<file path="config.mk">
export PLATFORM = sky130hd
export DESIGN_NAME = eeprom_page_ctrl
export DESIGN_NICKNAME = d
export VERILOG_FILES = /design/src/rtl/eepc_pkg.sv /design/src/rtl/eepc_stage_buf.sv /design/src/rtl/eepc_busy_timer.sv /design/src/rtl/eepc_array.sv /design/src/rtl/eeprom_page_ctrl.sv
export SDC_FILE = /design/constraint.sdc
export NUM_CORES = 1
export LEC_CHECK = 0
export BUFFER_PORTS_ARGS = -buffer_cell sky130_fd_sc_hd__buf_4
export CAP_MARGIN = 20
export CORE_ASPECT_RATIO = 0.9
export CORE_MARGIN = 10
export CORE_UTILIZATION = 50
export DETAILED_ROUTE_END_ITERATION = 8
export HOLD_SLACK_MARGIN = 0.1
export MAX_ROUTING_LAYER = met4
export PLACE_DENSITY = 0.74
export SYNTH_ARGS = -nofsm -noshare
export SYNTH_HDL_FRONTEND = slang
export SYNTH_SLANG_ARGS = --single-unit
</file>
<file path="constraint.sdc">
create_clock -name clk -period 3.8 [get_ports clk]
set_clock_uncertainty 0.15 [all_clocks]
set_input_delay 0 -clock clk [delete_from_list [all_inputs] [get_ports clk]]
set_output_delay 0 -clock clk [all_outputs]
set_load 0.1 [all_outputs]
</file>
<file path="src/rtl/eepc_pkg.sv">
package eepc_pkg;
  typedef enum logic [1:0] {
    OP_NONE   = 2'd0,
    OP_LOAD   = 2'd1,
    OP_COMMIT = 2'd2,
    OP_BYTE   = 2'd3
  } wr_op_e;

  localparam logic [7:0] ERASED_BYTE = 8'hFF;
endpackage

</file>
<file path="src/rtl/eepc_stage_buf.sv">
module eepc_stage_buf #(
  parameter int OFS_W  = 2,
  parameter int DATA_W = 8,
  localparam int PB    = 1 << OFS_W
) (
  input  logic                 clk,
  input  logic                 rst_n,
  input  logic                 load_en,
  input  logic [OFS_W-1:0]     load_ofs,
  input  logic [DATA_W-1:0]    load_data,
  input  logic                 clr,
  output logic [PB-1:0]        mask,
  output logic [PB*DATA_W-1:0] data
);
  always_ff @(posedge clk) begin
    if (!rst_n) begin
      mask <= '0;
    end else if (clr) begin
      mask <= '0;
    end else if (load_en) begin
      mask[load_ofs] <= 1'b1;
    end
  end

  for (genvar k = 0; k < PB; k++) begin : g_slot
    always_ff @(posedge clk) begin
      if (!rst_n) begin
        data[k*DATA_W +: DATA_W] <= '0;
      end else if (load_en && load_ofs == OFS_W'(k)) begin
        data[k*DATA_W +: DATA_W] <= load_data;
      end
    end
  end


  mask_clear_chk: assert property (@(posedge clk) disable iff (!rst_n)
    clr |=> (mask == '0));


  load_marks_chk: assert property (@(posedge clk) disable iff (!rst_n)
    (load_en && !clr) |=> mask[$past(load_ofs)]);
endmodule

</file>
<file path="src/rtl/eepc_busy_timer.sv">
module eepc_busy_timer #(
  parameter int WAIT_CYC = 1125000,
  localparam int CW = $clog2(WAIT_CYC + 1)
) (
  input  logic clk,
  input  logic rst_n,
  input  logic start,
  output logic busy_o
);
  logic [CW-1:0] cnt;

  always_ff @(posedge clk) begin
    if (!rst_n) begin
      cnt <= '0;
    end else if (start) begin
      cnt <= CW'(WAIT_CYC);
    end else if (cnt != '0) begin
      cnt <= cnt - 1'b1;
    end
  end

  assign busy_o = (cnt != '0);


  start_when_idle_chk: assert property (@(posedge clk) disable iff (!rst_n)
    start |-> !busy_o);


  start_sets_busy_chk: assert property (@(posedge clk) disable iff (!rst_n)
    start |=> busy_o);


  busy_end_chk: assert property (@(posedge clk) disable iff (!rst_n)
    $fell(busy_o) |-> ($past(cnt) == CW'(1)));
endmodule

</file>
<file path="src/rtl/eepc_array.sv">
module eepc_array #(
  parameter int ADDR_W = 6,
  parameter int OFS_W  = 2,
  parameter int DATA_W = 8,
  localparam int PB    = 1 << OFS_W,
  localparam int DEPTH = 1 << ADDR_W,
  localparam int PG_W  = ADDR_W - OFS_W
) (
  input  logic                 clk,
  input  logic                 rst_n,
  input  logic                 we,
  input  logic [PG_W-1:0]      wr_page,
  input  logic [PB-1:0]        wr_be,
  input  logic [PB*DATA_W-1:0] wr_data,
  input  logic [ADDR_W-1:0]    rd_addr,
  output logic [DATA_W-1:0]    rd_data
);
  logic [DATA_W-1:0] mem [DEPTH];

  for (genvar g = 0; g < DEPTH; g++) begin : g_cell
    localparam int PG = g / PB;
    localparam int BY = g % PB;
    always_ff @(posedge clk) begin
      if (!rst_n) begin
        mem[g] <= DATA_W'(eepc_pkg::ERASED_BYTE);
      end else if (we && wr_page == PG_W'(PG) && wr_be[BY]) begin
        mem[g] <= wr_data[BY*DATA_W +: DATA_W];
      end
    end
  end

  assign rd_data = mem[rd_addr];
endmodule

</file>
<file path="src/rtl/eeprom_page_ctrl.sv">
module eeprom_page_ctrl #(
  parameter int ADDR_W   = 6,
  parameter int OFS_W    = 2,
  parameter int DATA_W   = 8,
  parameter int WAIT_CYC = 1125000
) (
  input  logic              clk,
  input  logic              rst_n,
  input  logic              cmd_load,
  input  logic              cmd_commit,
  input  logic              cmd_wbyte,
  input  logic              cmd_read,
  input  logic              cmd_poll,
  input  logic [ADDR_W-1:0] addr,
  input  logic [DATA_W-1:0] wdata,
  output logic [DATA_W-1:0] rdata,
  output logic              rvalid,
  output logic              ready,
  output logic              wr_err
);
  import eepc_pkg::*;

  localparam int PB   = 1 << OFS_W;
  localparam int PG_W = ADDR_W - OFS_W;

  function automatic logic [PB-1:0] ofs_onehot(input logic [OFS_W-1:0] o);
    ofs_onehot = PB'(1) << o;
  endfunction

  function automatic logic [PB*DATA_W-1:0] spread(input logic [DATA_W-1:0] b);
    spread = {PB{b}};
  endfunction

  wr_op_e              op;
  logic                busy;
  logic [PB-1:0]       stg_mask;
  logic [PB*DATA_W-1:0] stg_data;
  logic [DATA_W-1:0]   arr_rd;
  logic [PG_W-1:0]     page_sel;
  logic [OFS_W-1:0]    ofs_sel;

  logic evt_reject, evt_commit_ok, evt_commit_real, evt_byte_ok;
  logic tmr_start, mask_clr, load_en;
  logic [PB-1:0]        arr_be;
  logic [PB*DATA_W-1:0] arr_data;

  assign page_sel = addr[ADDR_W-1:OFS_W];
  assign ofs_sel  = addr[OFS_W-1:0];

  always_comb begin
    if (cmd_commit)      op = OP_COMMIT;
    else if (cmd_wbyte)  op = OP_BYTE;
    else if (cmd_load)   op = OP_LOAD;
    else                 op = OP_NONE;
  end

  assign evt_reject      = busy && (op == OP_COMMIT || op == OP_BYTE);
  assign evt_commit_ok   = !busy && (op == OP_COMMIT);
  assign evt_commit_real = evt_commit_ok && (stg_mask != '0);
  assign evt_byte_ok     = !busy && (op == OP_BYTE);
  assign tmr_start       = evt_commit_real || evt_byte_ok;
  assign mask_clr        = evt_commit_ok;
  assign load_en         = (op == OP_LOAD);
  assign arr_be          = evt_byte_ok ? ofs_onehot(ofs_sel) : stg_mask;
  assign arr_data        = evt_byte_ok ? spread(wdata) : stg_data;

  eepc_stage_buf #(.OFS_W(OFS_W), .DATA_W(DATA_W)) stage_i (
    .clk(clk), .rst_n(rst_n), .load_en(load_en), .load_ofs(ofs_sel),
    .load_data(wdata), .clr(mask_clr), .mask(stg_mask), .data(stg_data)
  );

  eepc_busy_timer #(.WAIT_CYC(WAIT_CYC)) timer_i (
    .clk(clk), .rst_n(rst_n), .start(tmr_start), .busy_o(busy)
  );

  eepc_array #(.ADDR_W(ADDR_W), .OFS_W(OFS_W), .DATA_W(DATA_W)) array_i (
    .clk(clk), .rst_n(rst_n), .we(tmr_start), .wr_page(page_sel),
    .wr_be(arr_be), .wr_data(arr_data), .rd_addr(addr), .rd_data(arr_rd)
  );

  always_ff @(posedge clk) begin
    if (!rst_n) begin
      rdata  <= '0;
      rvalid <= 1'b0;
    end else if (cmd_read) begin
      rdata  <= arr_rd;
      rvalid <= 1'b1;
    end else if (cmd_poll) begin
      rdata  <= DATA_W'(busy);
      rvalid <= 1'b1;
    end else begin
      rvalid <= 1'b0;
    end
  end

  always_ff @(posedge clk) begin
    if (!rst_n)          wr_err <= 1'b0;
    else if (evt_reject) wr_err <= 1'b1;
  end

  assign ready = !busy;


  reject_flags_err_chk: assert property (@(posedge clk) disable iff (!rst_n)
    evt_reject |=> wr_err);


  err_sticky_chk: assert property (@(posedge clk) disable iff (!rst_n)
    wr_err |=> wr_err);


  empty_commit_idle_chk: assert property (@(posedge clk) disable iff (!rst_n)
    (evt_commit_ok && stg_mask == '0) |=> ready);


  read_valid_chk: assert property (@(posedge clk) disable iff (!rst_n)
    (cmd_read || cmd_poll) |=> rvalid);


  one_op_chk: assert property (@(posedge clk) disable iff (!rst_n)
    $countones({evt_commit_ok, evt_byte_ok, load_en, evt_reject}) <= 1);
endmodule

</file>
==> results.yml, run 1 <==
power_and_ir_drop:
  p_sw_mw: 3.96
  power-per-cell-area_mw_per_mm2: 510
  pwr-share-clk_pct: 39.7
  power_frac_comb_pct: 13.4
  p_leak_nw: 8.05
  internal-power_mw: 11.2
  ir_worst_vdd_uv: 422
  seq_power_share_pct: 46.9
  switching_share_pct: 26.1
timing:
  hold_viol_final: 0
  fmax_mhz: 298
  fin_setup_tns_ps: 0
  rsz0062_at_grt: "no"
  min_period_ps: 3350
  period_share_pct: 88.3
  finalSetupViolations: 0
  worst_pin_slew_ps: 1020
  report.final.slew_viol_count: 0
  slew_headroom_pct: 31.9
  whs_ps: 106
global_routing:
  grt_max_degree: 87
  grt.overflow.total: 0
  use_met3_pct: 7.75
  grt_busiest_layer: "met2"
  grt_pass1_vias: 17311
  antenna_found_initial: 1
  use_met1_pct: 32.9
  grt_pass1_wl_um: 115000
  use_met2_pct: 39.0
  track_usage_pct: 26.5
worst_setup_path:
  crit_required_ps: 4150
  worstRegToRegCells: 9
  worstSetupPathType: "primary input to register"
  critPathLaunchType: "primary input"
  arrival_ps: 3710
  path_max_fanout: 57
  endpoint_kind: "register"
synth:
  synthArstFlopShare_pct: 0
  syn_avg_cell_area_um2: 13.4
  synth_top_cell_by_area: "edfxtp_1"
  netlist.area_leader.share_pct: 58.7
  synth_nets: 1976
  postSynthCellCount: 1954
  ys_seq_area_share_pct: 63.8
  ys_top_cells_by_area: "edfxtp_1 59%, mux4_2 11%, nand2_1 7.7%"
  synth_warnings: 0
  synth_ff_type: "edfxtp_1"
  synth_edf_count: 512
  syn_area_mm2: 0.0262
  synthDistinctLibCells: 60
  ys_ff_latch: 579
floorplan:
  core_mm2: 0.0518
  pin_count: 32
  die_w_um: 261
  die-area_mm2: 0.0619
  rows: 79
  die_h_um: 237
  start_util_pct: 50.6
drt:
  wirelength_um: 80400
  postRouteAntennaNets: 0
  routed_via_density: 6.38
  vias: 17570
  drt_iter0_markers: 3086
  firstDrtPassIters: 6
  drcViolationCount: 0
  avgRoutedWirePerCell_um: 29.2
placed_design:
  gp_congestion: 0.922
  place_inst: 2614
  port_buffers: 31
  hpwlAfterDp_um: 47100
clock_tree:
  postCtsSetupBuffers: 0
  cts.htree.levels: 2
  clkTransAtPathRegs_ps: 70
  cts_resized: 0
  clk_latency_ps: 640
  clockBufferDepth: 3
  cts_root_buffer: "clkbuf_16"
  numCtsBuffers: 57
  cts_tree: "yes"
  cts.sinks: 579
final_layout:
  layout.cells.non_filler: 2754
  final_common_cell: "nand2_1"
  diodes: 0
  final_core_util_pct: 57.4
  synthToLayoutAreaGrowth_pct: 13.6
  layout-drive-gt1-share_pct: 21.1
  mostFrequentLayoutCells: "539 x nand2_1, 512 x edfxtp_1, 143 x buf_4"
  nNetsFinal: 2040
worst_hold_path:
  hold_depth: 4
  hp-class: "primary input to register"
status:
  status: "complete, no violations"
flow_run:
  cap_violations: 0
-- flip-flops by register name, indices dropped and copies added (netlist names) --
name and flops:
wr_err 1, rdata 8, rvalid 1, stage_i.data 32, stage_i.mask 4, timer_i.cnt 21, array_i.mem 512
-- power groups by stage --
stage	registers, mW	clock network [mW]	logic (mW)
2_1_floorplan	7.29	0	1.27
3_3_place_gp	7.23	0	1.90
3_5_place_dp	7.24	0	1.94
4_1_cts	7.11	5.98	1.98
5_1_grt	7.12	6.22	2.14
6_report	7.11	6.02	2.03
-- worst paths after layout --
check / start / endpoint / slack (ps)
hold / removal: wdata[7] / stage_i.data[7] / 110
setup reg to reg: timer_i.cnt[0] / array_i.mem[19][1] / 450
setup / recovery: addr[3] / rdata[2] / 450
hold reg to reg: wr_err / wr_err / 320
-- cells in the mapped netlist (all sizes together), types with 7 or more instances --
| library cell | instances |
|---|---|
| mux2i | 59 |
| nor2 | 119 |
| nand3 | 31 |
| clkbuf | 63 |
| nor2b | 15 |
| o31ai | 7 |
| inv | 7 |
| edfxtp | 512 |
| a21oi | 18 |
| or3 | 8 |
| nor3 | 29 |
| a22oi | 11 |
| buf | 115 |
| mux2 | 42 |
| nand2b | 8 |
| o21ai | 74 |
| nand2 | 539 |
| mux4 | 133 |
| a211oi | 12 |
| dfxtp | 67 |
-- layer usage --
metal  wire length, um  share of wire [%]
met5                 0                  0
met4              4780                5.9
met3             11400                 14
met2             36400                 45
met1             27800                 35
-- layout make-up --
class | instances | area (um^2)
multi-input combinational | 1190 | 8640
fill | 3953 | 22100
sequential | 579 | 16700
clock buffer | 69 | 1500
timing repair buffer | 183 | 1530
inverter | 7 | 26.3
tap | 688 | 861
clock inverter | 38 | 462
-- logic make-up after synthesis --
family / Yosys count / share of synthesized area, %
AOI/OAI and AO/OA: 163 / 3.86
xor gates and xnor gates: 9 / 0.301
adders and majority gates: 1 / 0.0478
buffers and inverters: 185 / 3.43
DFF: 579 / 63.8
muxes: 234 / 15.9
and+or+nand+nor: 783 / 12.6
-- stage by stage --
stage,worst slack (ps),cell area (um^2),power [mW]
floorplan,267,26200,8.56
global placement,689,27400,9.13
detailed placement,547,27400,9.17
CTS,508,29700,15.1
global route,316,29700,15.5
finish,445,29700,15.2
-- timing repair --
action	4_1_cts	5_1_grt
hold endpoints to repair	404	0
hold buffers	33	0
endpoints found under the setup margin	0	0
-- worst max-delay path, cell delays in order --
cell           delay, ps
dlygate4sd3_1        520
buf_4                690
mux4_2               460
mux2_2               320
a221o_1              370
a21oi_1              130
dlygate4sd3_1        570
o31ai_1               60
dlygate4sd3_1        560
No activity file was read; power rests on OpenSTA's default activity.
==> inputs of run 2 (changes only) <==
--- a/config.mk
+++ b/config.mk
@@ -14,6 +14,7 @@
 export HOLD_SLACK_MARGIN = 0.1
 export MAX_ROUTING_LAYER = met4
 export PLACE_DENSITY = 0.74
+export RECOVER_POWER = 25
 export SYNTH_ARGS = -nofsm -noshare
 export SYNTH_HDL_FRONTEND = slang
 export SYNTH_SLANG_ARGS = --single-unit
==> results.yml, run 2 (same netlist as run 1, synthesis figures left out) <==
floorplan:
  die-area_mm2: 0.0619
  die_h_um: 237
  start_util_pct: 50.6
  rows: 79
  die_w_um: 261
  pin_count: 32
  core_mm2: 0.0518
status:
  violations: "max-capacitance violations, max-slew violations"
  status: "finished with violations"
clock_tree:
  cts_root_buffer: "clkbuf_16"
  clk_latency_ps: 630
  cts_tree: "yes"
  cts.htree.levels: 2
  cts_resized: 0
  postCtsSetupBuffers: 0
  numCtsBuffers: 57
  cts.sinks: 579
  clkTransAtPathRegs_ps: 60
  clockBufferDepth: 3
drt:
  avgRoutedWirePerCell_um: 29.2
  vias: 17614
  drcViolationCount: 0
  drt_iter0_markers: 2985
  postRouteAntennaNets: 0
  routed_via_density: 6.40
  wirelength_um: 80400
  firstDrtPassIters: 6
worst_setup_path:
  r2r_slack_ps: 380
  r2r-end: "array_i.mem[40][1]"
  arrival_ps: 3800
  worstSetupPathType: "primary input to register"
  critPathLaunchType: "primary input"
  endpoint_kind: "register"
  crit_required_ps: 4150
  worstRegToRegCells: 10
  r2r-start: "timer_i.cnt[0]"
  path_max_fanout: 74
global_routing:
  track_usage_pct: 26.5
  antenna_found_initial: 1
  grt_pass1_vias: 17311
  grt_max_degree: 87
  grt.overflow.total: 0
  grt_pass1_wl_um: 115000
final_layout:
  top_register: "array_i.mem"
  top_regs: "array_i.mem (512), stage_i.data (32), timer_i.cnt (21)"
  nNetsFinal: 2040
  diodes: 0
  synthToLayoutAreaGrowth_pct: 13.0
  layout-drive-gt1-share_pct: 19.5
  layout.cells.non_filler: 2754
  final_common_cell: "nand2_1"
  mostFrequentLayoutCells: "539 x nand2_1, 512 x edfxtp_1, 133 x mux4_2"
  largest_reg_flops: 512
power_and_ir_drop:
  seq_power_share_pct: 47.0
  power-per-cell-area_mw_per_mm2: 511
  p_leak_nw: 7.92
  power_frac_comb_pct: 13.2
  internal-power_mw: 11.2
  p_sw_mw: 3.95
  switching_share_pct: 26.1
  pwr-share-clk_pct: 39.8
  ir_worst_vdd_uv: 418
worst_hold_path:
  hold_end: "stage_i.data[25]"
  hp-class: "primary input to register"
  min_from: "wdata[1]"
  hold_depth: 4
timing:
  report.final.slew_viol_count: 36
  rsz0062_at_grt: "no"
  whs_ps: 110
  fmax_mhz: 290
  min_period_ps: 3450
  fin_setup_tns_ps: 0
  period_share_pct: 90.9
  slew_headroom_pct: -11.2
  hold_viol_final: 0
  finalSetupViolations: 0
  worst_pin_slew_ps: 1670
placed_design:
  place_inst: 2614
  gp_congestion: 0.922
  port_buffers: 31
  hpwlAfterDp_um: 47100
flow_run:
  cap_violations: 1
==> run 2: cell count changes in the layout (fill, tap and decap cells not counted), sizes merged <==
cell / before / now
clkbuf: 69 / 107
buf: 150 / 112
==> run 2: per-stage QoR <==
stage               cell area, um^2  util (%)  power [mW]  worst slack, ps
global placement              27400      53.0        9.13              689
detailed placement            27400      53.0        9.17              547
floorplan                     26200         -        8.56              267
finish                        29600      57.1        15.1              346
CTS                           29700      57.4        15.1              508
global route                  29600      57.1        15.4              172
==> run 2: metal layers <==
layer  track usage [%]  vias to the layer above  share of wire [%]
met3              7.75                      273                 14
li1                  -                     7274                  -
met5                 -                        -                  0
met4              13.7                        0                5.8
met2              39.0                     1404                 45
met1              32.9                     8663                 34
==> run 2: how the worst max path moves through the flow <==
| stage | from | to | slack (ps) | cells after the start |
|---|---|---|---|---|
| floorplan | timer_i.cnt[9] | stage_i.mask[0] | 270 | 6 |
| global placement | timer_i.cnt[0] | array_i.mem[60][1] | 690 | 10 |
| detailed placement | timer_i.cnt[0] | array_i.mem[60][2] | 550 | 10 |
| CTS | addr[3] | rdata[2] | 510 | 9 |
| global route | addr[0] | rdata[2] | 170 | 9 |
| finish | addr[0] | rdata[2] | 350 | 9 |
==> run 2: cell type report <==
type                       count  area (um^2)
fill                        3994        22200
sequential                   579        16700
multi-input combinational   1190         8620
clock buffer                  69         1500
timing repair buffer         183         1400
tap                          688          861
clock inverter                38          462
inverter                       7         26.3
==> run 2: repair_timing <==
action | 4_1_cts | 5_1_grt
endpoints found under the hold margin | 404 | 0
hold buffers | 33 | 0
endpoints found under the setup margin | 0 | 0
==> run 2: power groups by stage <==
stage / clock network, mW / registers [mW] / logic (mW)
2_1_floorplan: 0 / 7.29 / 1.27
5_1_grt: 6.22 / 7.12 / 2.10
6_report: 6.01 / 7.11 / 2.00
3_3_place_gp: 0 / 7.23 / 1.90
3_5_place_dp: 0 / 7.24 / 1.94
4_1_cts: 5.98 / 7.11 / 1.98
==> run 2: critical path, stage by stage <==
cell	delay, ps
buf_8	570
clkbuf_1	570
mux4_2	570
mux2_2	290
a221o_1	310
a21oi_1	130
dlygate4sd3_1	570
o31ai_1	60
dlygate4sd3_1	560
